--- src/rtl/ckepd_pkg.sv ---
package ckepd_pkg;

   typedef enum logic [1:0] {
      MODE_RUN   = 2'd0,
      MODE_HOLD  = 2'd1,
      MODE_SLEEP = 2'd2
   } mode_e;

endpackage

--- src/rtl/ckepd_sample.sv ---
module ckepd_sample #(
   parameter int STAGES = 1
) (
   input  logic clk,
   input  logic rst_n,
   input  logic cke_i,
   input  logic srf_i,
   output logic cke_q,
   output logic srf_q
);

   generate
      if (STAGES < 1) begin : g_bad_stages
         $error("ckepd_sample: STAGES must be at least 1");
      end

      if (STAGES == 1) begin : g_single
         always_ff @(posedge clk or negedge rst_n) begin
            if (!rst_n) begin
               cke_q <= 1'b1;
               srf_q <= 1'b0;
            end else begin
               cke_q <= cke_i;
               srf_q <= srf_i;
            end
         end
      end else begin : g_chain
         logic [STAGES-1:0] cke_sr;
         logic [STAGES-1:0] srf_sr;
         always_ff @(posedge clk or negedge rst_n) begin
            if (!rst_n) begin
               cke_sr <= '1;
               srf_sr <= '0;
            end else begin
               cke_sr <= {cke_sr[STAGES-2:0], cke_i};
               srf_sr <= {srf_sr[STAGES-2:0], srf_i};
            end
         end
         assign cke_q = cke_sr[STAGES-1];
         assign srf_q = srf_sr[STAGES-1];
      end
   endgenerate

endmodule

--- src/rtl/ckepd_fsm.sv ---
module ckepd_fsm
   import ckepd_pkg::*;
#(
   parameter int NUM_BANKS = 4
) (
   input  logic                 clk,
   input  logic                 rst_n,
   input  logic                 cke_q,
   input  logic                 srf_q,
   input  logic                 burst_busy_i,
   input  logic [NUM_BANKS-1:0] bank_active_i,
   output mode_e                mode_o,
   output logic                 idle_at_entry_o,
   output logic                 srf_at_entry_o
);

   mode_e mode_q, mode_d;
   logic  all_idle;
   logic  enter_sleep;

   assign all_idle    = ~|bank_active_i;
   assign enter_sleep = (mode_q == MODE_RUN) && !cke_q && !burst_busy_i;

   always_comb begin
      mode_d = mode_q;
      unique case (mode_q)
         MODE_RUN: begin
            if (!cke_q) mode_d = burst_busy_i ? MODE_HOLD : MODE_SLEEP;
         end
         MODE_HOLD: begin
            if (cke_q) mode_d = MODE_RUN;
         end
         MODE_SLEEP: begin
            if (cke_q) mode_d = MODE_RUN;
         end
         default: mode_d = MODE_RUN;
      endcase
   end

   always_ff @(posedge clk or negedge rst_n) begin
      if (!rst_n) begin
         mode_q          <= MODE_RUN;
         idle_at_entry_o <= 1'b0;
         srf_at_entry_o  <= 1'b0;
      end else begin
         mode_q <= mode_d;
         if (enter_sleep) begin
            idle_at_entry_o <= all_idle;
            srf_at_entry_o  <= srf_q;
         end else if (mode_d != MODE_SLEEP) begin
            idle_at_entry_o <= 1'b0;
            srf_at_entry_o  <= 1'b0;
         end
      end
   end

   assign mode_o = mode_q;

endmodule

--- src/rtl/ckepd_outdec.sv ---
module ckepd_outdec
   import ckepd_pkg::*;
(
   input  mode_e mode_i,
   input  logic  cke_q,
   input  logic  burst_busy_i,
   input  logic  idle_at_entry_i,
   input  logic  srf_at_entry_i,
   output logic  adv_en_o,
   output logic  cmd_accept_o,
   output logic  dq_freeze_o,
   output logic  pd_active_o,
   output logic  pd_min_power_o,
   output logic  self_refresh_o
);

   always_comb begin
      adv_en_o       = 1'b0;
      cmd_accept_o   = 1'b0;
      dq_freeze_o    = 1'b0;
      pd_active_o    = 1'b0;
      pd_min_power_o = 1'b0;
      self_refresh_o = 1'b0;
      unique case (mode_i)
         MODE_RUN: begin
            adv_en_o     = cke_q;
            cmd_accept_o = cke_q;
            dq_freeze_o  = !cke_q && burst_busy_i;
         end
         MODE_HOLD: begin
            dq_freeze_o  = 1'b1;
         end
         MODE_SLEEP: begin
            cmd_accept_o   = cke_q;
            pd_active_o    = 1'b1;
            pd_min_power_o = idle_at_entry_i;
            self_refresh_o = srf_at_entry_i;
         end
         default: ;
      endcase
   end

endmodule

--- src/rtl/clk_enable_pm_ctrl.sv ---
module clk_enable_pm_ctrl
   import ckepd_pkg::*;
#(
   parameter int NUM_BANKS  = 4,
   parameter int CKE_STAGES = 1
) (
   input  logic                 clk,
   input  logic                 rst_n,
   input  logic                 cke_i,
   input  logic                 burst_busy_i,
   input  logic [NUM_BANKS-1:0] bank_active_i,
   input  logic                 srf_req_i,
   output logic                 adv_en_o,
   output logic                 cmd_accept_o,
   output logic                 dq_freeze_o,
   output logic                 pd_active_o,
   output logic                 pd_min_power_o,
   output logic                 self_refresh_o
);

   generate
      if (NUM_BANKS < 1 || NUM_BANKS > 64) begin : g_bad_banks
         $error("clk_enable_pm_ctrl: NUM_BANKS out of range");
      end
   endgenerate

   logic  cke_q;
   logic  srf_q;
   mode_e mode;
   logic  idle_at_entry;
   logic  srf_at_entry;

   ckepd_sample #(.STAGES(CKE_STAGES)) u_sample (
      .clk   (clk),
      .rst_n (rst_n),
      .cke_i (cke_i),
      .srf_i (srf_req_i),
      .cke_q (cke_q),
      .srf_q (srf_q)
   );

   ckepd_fsm #(.NUM_BANKS(NUM_BANKS)) u_fsm (
      .clk             (clk),
      .rst_n           (rst_n),
      .cke_q           (cke_q),
      .srf_q           (srf_q),
      .burst_busy_i    (burst_busy_i),
      .bank_active_i   (bank_active_i),
      .mode_o          (mode),
      .idle_at_entry_o (idle_at_entry),
      .srf_at_entry_o  (srf_at_entry)
   );

   ckepd_outdec u_dec (
      .mode_i          (mode),
      .cke_q           (cke_q),
      .burst_busy_i    (burst_busy_i),
      .idle_at_entry_i (idle_at_entry),
      .srf_at_entry_i  (srf_at_entry),
      .adv_en_o        (adv_en_o),
      .cmd_accept_o    (cmd_accept_o),
      .dq_freeze_o     (dq_freeze_o),
      .pd_active_o     (pd_active_o),
      .pd_min_power_o  (pd_min_power_o),
      .self_refresh_o  (self_refresh_o)
   );

endmodule

--- config.mk ---
export PLATFORM = sky130hd
export DESIGN_NAME = clk_enable_pm_ctrl
export DESIGN_NICKNAME = d
export VERILOG_FILES = /design/src/rtl/ckepd_pkg.sv /design/src/rtl/ckepd_sample.sv /design/src/rtl/ckepd_fsm.sv /design/src/rtl/ckepd_outdec.sv /design/src/rtl/clk_enable_pm_ctrl.sv
export SDC_FILE = /design/constraint.sdc
export NUM_CORES = 1
export LEC_CHECK = 0
export ABC_AREA = 1
export BUFFER_PORTS_ARGS = -buffer_cell sky130_fd_sc_hd__clkbuf_2
export CAP_MARGIN = 40
export CORE_AREA = 2 2 39 41
export DETAILED_ROUTE_END_ITERATION = 10
export DIE_AREA = 0 0 41 43
export PLACE_DENSITY_LB_ADDON = 0.3
export SLEW_MARGIN = 20
export SYNTH_ARGS = -nofsm -noshare
export SYNTH_HDL_FRONTEND = slang
export SYNTH_SLANG_ARGS = --single-unit
--- constraint.sdc ---
create_clock -name clk -period 1.4 [get_ports clk]
set_clock_uncertainty 0.15 [all_clocks]
set_input_delay 0.07 -clock clk [delete_from_list [all_inputs] [get_ports clk]]
set_output_delay 0.07 -clock clk [all_outputs]
set_load 0.01 [all_outputs]
Word-level counts from Yosys, hierarchy flattened
Index checks and enable logic that the tools add are counted.
{ "classes": {"n_mux": 13, "eq_ne": 3, "reduce_logical": 11} }
{ "op_table": {"columns": ["operator", "count"], "rows": [
  ["2-to-1 mux 1 bit", 8],
  ["2-to-1 mux 2 bit", 3],
  ["case mux 2 bit (2 select lines)", 1],
  ["OR reduction 2 bit", 2],
  ["OR reduction 4 bit", 1],
  ["logical AND 1 bit", 3],
  ["zero test 1 bit", 3],
  ["equality test 2 x 1 -> 1 bit (second input constant)", 1],
  ["equality test 2 bit (second input constant)", 1],
  ["zero test 2 bit", 1],
  ["!= test 2 bit (second input constant)", 1],
  ["case mux 1 bit (2 select lines)", 1],
  ["nonzero test 2 bit", 1]
]} }
{ "word_totals": {"reg_bits": 6, "elab_cells": 32, "out_inout_bits": 6, "inputBits": 9} }

Logic depth before layout (Yosys ltp)
{ "depth": {"word_depth": 6, "ltp_mapped": 8, "ltp_nobuf": 8} }

Hierarchy
From an unflattened synthesis, not the netlist that was laid out.
{ "hier_totals": {"hier_cells": 44, "hier_area_um2": 360.3} }
{ "modules_own_cells": {"columns": ["mod", "seq_area_each_um2", "n_inst", "cells_each", "area_each_um2"], "rows": [
  ["ckepd_fsm", 100.1, 1, 31, 249.0],
  ["ckepd_outdec", 0.0, 1, 11, 60.1],
  ["ckepd_sample", 51.3, 1, 2, 51.3]
]} }

Worst setup path before layout
Ideal clock, no wire load.
{ "synth_path": {"path_type": "register to register", "startpoint": "reg u_fsm.mode_q[0], in the netlist u_fsm.mode_o[0]", "endpoint": "reg u_fsm.idle_at_entry_o", "setup_slack_ns": 0.033, "stages_incl_launch_ff": 9, "setup_ns": 0.118, "synth_period_minus_slack_ns": 1.367, "t_required_ns": 1.132, "t_arrival_ns": 1.099, "cell_sequence": "dfrtp_1 inv_1 ha_1 nand2_2 nand2_2 nand2_1 nand2_1 nand4_1 nand2_1"} }
{ "synth_between": {"elab_chain_len": 5, "word_cells_on_any_way": 12, "cone_classes": "3 x eq/ne; 4 x mux; 5 x reduce/logical"} }
{ "synth_lines": {"columns": ["element", "line_no", "rtl"], "rows": [
  ["start: declaration", "ckepd_fsm.sv:17", "mode_e mode_q, mode_d;"],
  ["start signal: assignment", "ckepd_fsm.sv:46", "mode_q <= mode_d;"],
  ["equality test 2 x 1 -> 1 bit / equality test 2 bit (equally long branches)", "ckepd_fsm.sv:26", "unique case (mode_q)"],
  ["OR reduction 2 bit (no line)", null, null],
  ["case mux 2 bit (2 select lines)", "ckepd_fsm.sv:26", null],
  ["!= test 2 bit", "ckepd_fsm.sv:50", "end else if (mode_d != MODE_SLEEP) begin"],
  ["nonzero test 2 bit (no line)", null, null],
  ["end signal: assignment", "ckepd_fsm.sv:48", "idle_at_entry_o <= all_idle;"],
  ["end: declaration", "ckepd_fsm.sv:13", "output logic idle_at_entry_o,"]
]} }
Several ways; a longest one is shown, not always the timed one.
A chain may end at the register's enable or synchronous reset.

Worst setup path after layout
{ "layout_path": {"startpoint": "reg u_fsm.mode_q[0], in the netlist u_fsm.mode_o[0]", "endpoint": "out dq_freeze_o"} }
{ "layout_between": {"elab_chain_len": 2, "word_cells_on_any_way": 3, "cone_classes": "1 x eq/ne; 1 x mux; 1 x reduce/logical"} }
{ "layout_lines": {"columns": ["element", "line_no", "rtl"], "rows": [
  ["equality test 2 x 1 -> 1 bit / zero test 2 bit (equally long branches)", "ckepd_outdec.sv:24", "unique case (mode_i)"],
  ["case mux 1 bit (2 select lines) (*)", "ckepd_outdec.sv:24", null],
  ["end: declaration", "clk_enable_pm_ctrl.sv:15", "output logic dq_freeze_o,"]
]} }
Mark *: on every way between the ends. The rest lies on a longest branch, timed or not.

==> impl.org <==
** Floorplanning
- For this design the top-level I/O count stands at 15.
- After floorplanning, the core was sized to cover ~1400 um^2.
- Die Y :: ~43 um
- The die is slightly above 40 um wide.
- DIE AREA :: between 1500 and 2000 um^2
- Row generation in the floorplan step produced 14 rows.
- Initial standard-cell utilization of the core :: 0.2523

** Drt
- Routed via count divided by cell count :: 4.044
- Post-Route WL :: 801 um
- The pre-antenna-repair detailed-routing pass consisted of 4 iterations.
- Drc violations :: 0
- The count of nets left with antenna violations once routing finished came out at 0.
- Wire length per cell :: 8.802 um
- 1st-iter DRT viols :: 5
- Total via count after detailed routing :: 368

** GRT
- Via count of the first global-routing pass :: 315
- In the global route stage, met3 resource usage came out at 0.04712.
- Entering global routing, the biggest net connects 7 pins.
- GR Util All Layers :: 0.1093
- Sum of overflow across all layers after global routing :: 0
- The initial antenna violation count was 0.
- Wire length of the first global-routing pass :: 1214 um
- Met2 layer usage reported by global route :: 0.1469
- Busiest layer in global routing :: met2
- Global Route met1 Usage :: 0.1221

** Synth
- Post-synthesis xor/xnor area fraction :: 0
- Largest family of logic cells by synthesized area :: simple AND/OR/NAND/NOR gates
- Of the total synthesized cell area, the portion taken by full adders, half adders and majority gates is 0.1434.
- Cell variety after synth :: 10
- Area fraction in compound gates after synthesis :: 0.04301
- Fraction of synthesized cell area taken by the top area cell type :: 0.3584
- Largest area contributor in the netlist :: dfrtp_1
- Multiplexer fraction of the synthesized cell area :: 0
- Synthesized netlist cell count :: 45
- Sequential area share after synthesis :: 0.4337
- Synthesis produced a netlist with a net count of 58.
- Summing every instance area after synthesis gives 349.1 um^2.
- Synth Area per Inst :: 7.757 um^2
- Total of flip-flops plus latches after synthesis :: 6
- Simple-gate share of the synthesized area :: 0.2616
- Cell types with the largest area share after synthesis :: dfrtp_1 36%, nand2_1 16%, ha_1 14%
- Number of warnings printed during yosys synthesis :: 0

** Layout
- Antenna diodes :: 0
- The net count of the finished layout is approximately 90.
- Most common library cell in the layout ignoring fill and taps :: clkbuf_2
- The top cell types in the final layout, fill and taps aside, are 13 x clkbuf_2, 11 x nand2_1, 8 x inv_1, 8 x dlygate4sd3_1, 6 x nand2_2.
- In the final layout, the share of cells above drive strength 1 is 0.4667.
- Fill cells :: 146
- Measured on the finished design, the core utilization comes to 0.4421.
- Area added between synthesis and finish :: 75.27%
- After routing the design area is 611.8 um^2.

** Power and ir drop
- Share of power burned in registers :: 0.242
- Sw Pwr :: 372.5 uW
- P_int :: 577.0 uW
- Of the total power, the share spent switching nets is 0.3923.
- Power Density :: approximately 1600 nW/um^2
- Clock power frac :: 0.179
- For this design the static power due to leakage is 0.3527 nW.
- IR analysis of the VDD net gives a maximum drop of 0.7313 mV.
- Of the total power, combinational logic draws 0.580.

** Timing
- Across all hold checks on the routed design, the worst slack comes to ~0.034 ns.
- Setup violations, final :: 2
- Final Hold Violating Endpoints :: 0
- Based on the critical path, the design can be clocked at up to 0.7061 GHz.
- Setup repair after global routing could not meet its margin everywhere.
- Max-slew headroom at the worst pin :: 0.8409
- Final worst path period share :: 1.012
- The smallest clock period supported by the final layout is computed as 1.416 ns.
- Transition time at the pin with the least slew margin :: 0.2364 ns
- Slew Viols, Final :: 0
- Accumulated negative setup slack :: -0.01665 ns
- After layout, the worst setup slack is -0.01631 ns.

** Clocking
- CTS tree :: yes
- Clock-pin slew was measured on the worst setup and hold paths at 0.05 ns.
- Number of buffers added by the clock tree synthesis step :: 3
- Total number of H-tree levels :: 1
- The longest clock path from root to sink contains 2 buffers.
- Master cell of the clock root buffer :: clkbuf_4
- The tree built by TritonCTS fans out to 6 sinks.
- Insertion delay of the later-clocked pin in the worst-skew pair :: around 0.24 ns

** Status
- Status :: finished, violations left
- Violations in the final reports :: setup timing

** Place
- Summing all placed instances gives a cell area of ~450 um^2.
- HPWL reported at the end of detailed placement :: 573 um
- Gp weighted congestion :: 0.6526
- In this run the tool buffered the top-level ports with 14 buffer cells.

** Critical path
- Crit path arrival time :: roughly 1.2 ns
- Worst-path fanout max :: 2
- The worst setup path is launched from a flip-flop.
- The worst setup path is of the reg -> out kind.
- Data on the critical path is required at its endpoint by 1.18 ns.
- Type of destination of the critical path :: output pin

** Run
- Count of max-cap constraint violations :: 0

** Worst hold path
- Class of the tightest hold or removal check :: in -> async
==> final cells by class <==
cell class              count  area [um^2]  area share
multi-input cells          28        192.7      0.3149
clock buffers               4        26.28     0.04294
repair buffers             26        180.2      0.2945
inverters                  11        41.29     0.06748
well taps                  16        20.02     0.03272
flip-flops and latches      6        151.4      0.2474
==> state kept, by name (all words and copies together), names as in the netlist <==
signal,cells
u_fsm.srf_at_entry_o,1
u_fsm.mode_o,2
u_fsm.idle_at_entry_o,1
u_sample.srf_q,1
u_sample.cke_q,1
==> what timing repair did <==
action | 4_1_cts | 5_1_grt
hold buffers | 8 | 0
setup endpoints to repair | 4 | 7
buffers inserted | 2 | 0
resized for setup | 7 | 7
hold endpoints to repair | 10 | 0
gates cloned | 0 | 0
pin swaps | 3 | 4
==> per-layer routing <==
layer | routed length [um] | vias to the layer above
li1 | - | 197
met1 | 356 | 161
met2 | 397 | 8
met3 | 37 | 2
met4 | 9 | 0
met5 | 0 | -
==> final timing paths <==
| check | end | cells after the start | slack [ns] | start |
|---|---|---|---|---|
| min in group clk | u_fsm.srf_at_entry_o | 2 | 0.29 | u_sample.srf_q |
| min | u_sample.srf_q | 2 | 0.03 | rst_n |
| min reg2reg | u_fsm.srf_at_entry_o | 2 | 0.29 | u_sample.srf_q |
| max reg2reg | u_fsm.idle_at_entry_o | 9 | 0.06 | u_fsm.mode_o[0] |
| max | dq_freeze_o | 7 | -0.02 | u_fsm.mode_o[0] |
| max in group asynchronous | u_sample.cke_q | 2 | 0.83 | rst_n |
==> cell usage after synthesis <==
| cell | instances |
|---|---|
| inv_1 | 11 |
| dfrtp_1 | 5 |
| nor2_1 | 1 |
| nor4_1 | 1 |
| nand2_1 | 15 |
| nand2_2 | 2 |
| a21oi_1 | 3 |
| ha_1 | 4 |
| dfstp_2 | 1 |
| nand4_1 | 2 |
==> stage by stage <==
| step | setup WS (ns) | power, mW | cells |
|---|---|---|---|
| 2_1_floorplan | 0.03259 | 0.4804 | 45 |
| 3_3_place_gp | 0.02269 | 0.6229 | 77 |
| 3_5_place_dp | 0.01995 | 0.6326 | 77 |
| 4_1_cts | -0.06567 | 0.9222 | 91 |
| 5_1_grt | -0.1008 | 1.041 | 91 |
| 6_report | -0.01631 | 0.9495 | 91 |
==> worst max-delay path: stages, from the launching register on <==
cell	delay (ns)
dfrtp_1	0.38
inv_2	0.09
ha_4	0.15
inv_2	0.04
nor2_4	0.08
nand2_2	0.06
nand2_1	0.05
buf_2	0.12
==> cell families (layout without fill, tap and decap cells) <==
kind of cell | count (synthesis) | after routing
AO/OA/AOI/OAI | 3 | 3
adder cells (fa/ha/maj) | 4 | 4
AND/OR/NAND/NOR | 21 | 21
flip-flops | 6 | 6
buffers and inverters | 11 | 41
==> power by group through the flow <==
stage	clock [mW]	combinational (mW)	sequential, mW
2_1_floorplan	0	0.243	0.238
3_3_place_gp	0	0.396	0.227
3_5_place_dp	0	0.406	0.227
4_1_cts	0.181	0.513	0.229
5_1_grt	0.194	0.612	0.235
6_report	0.170	0.550	0.230
(Power assumes the default switching activity.)
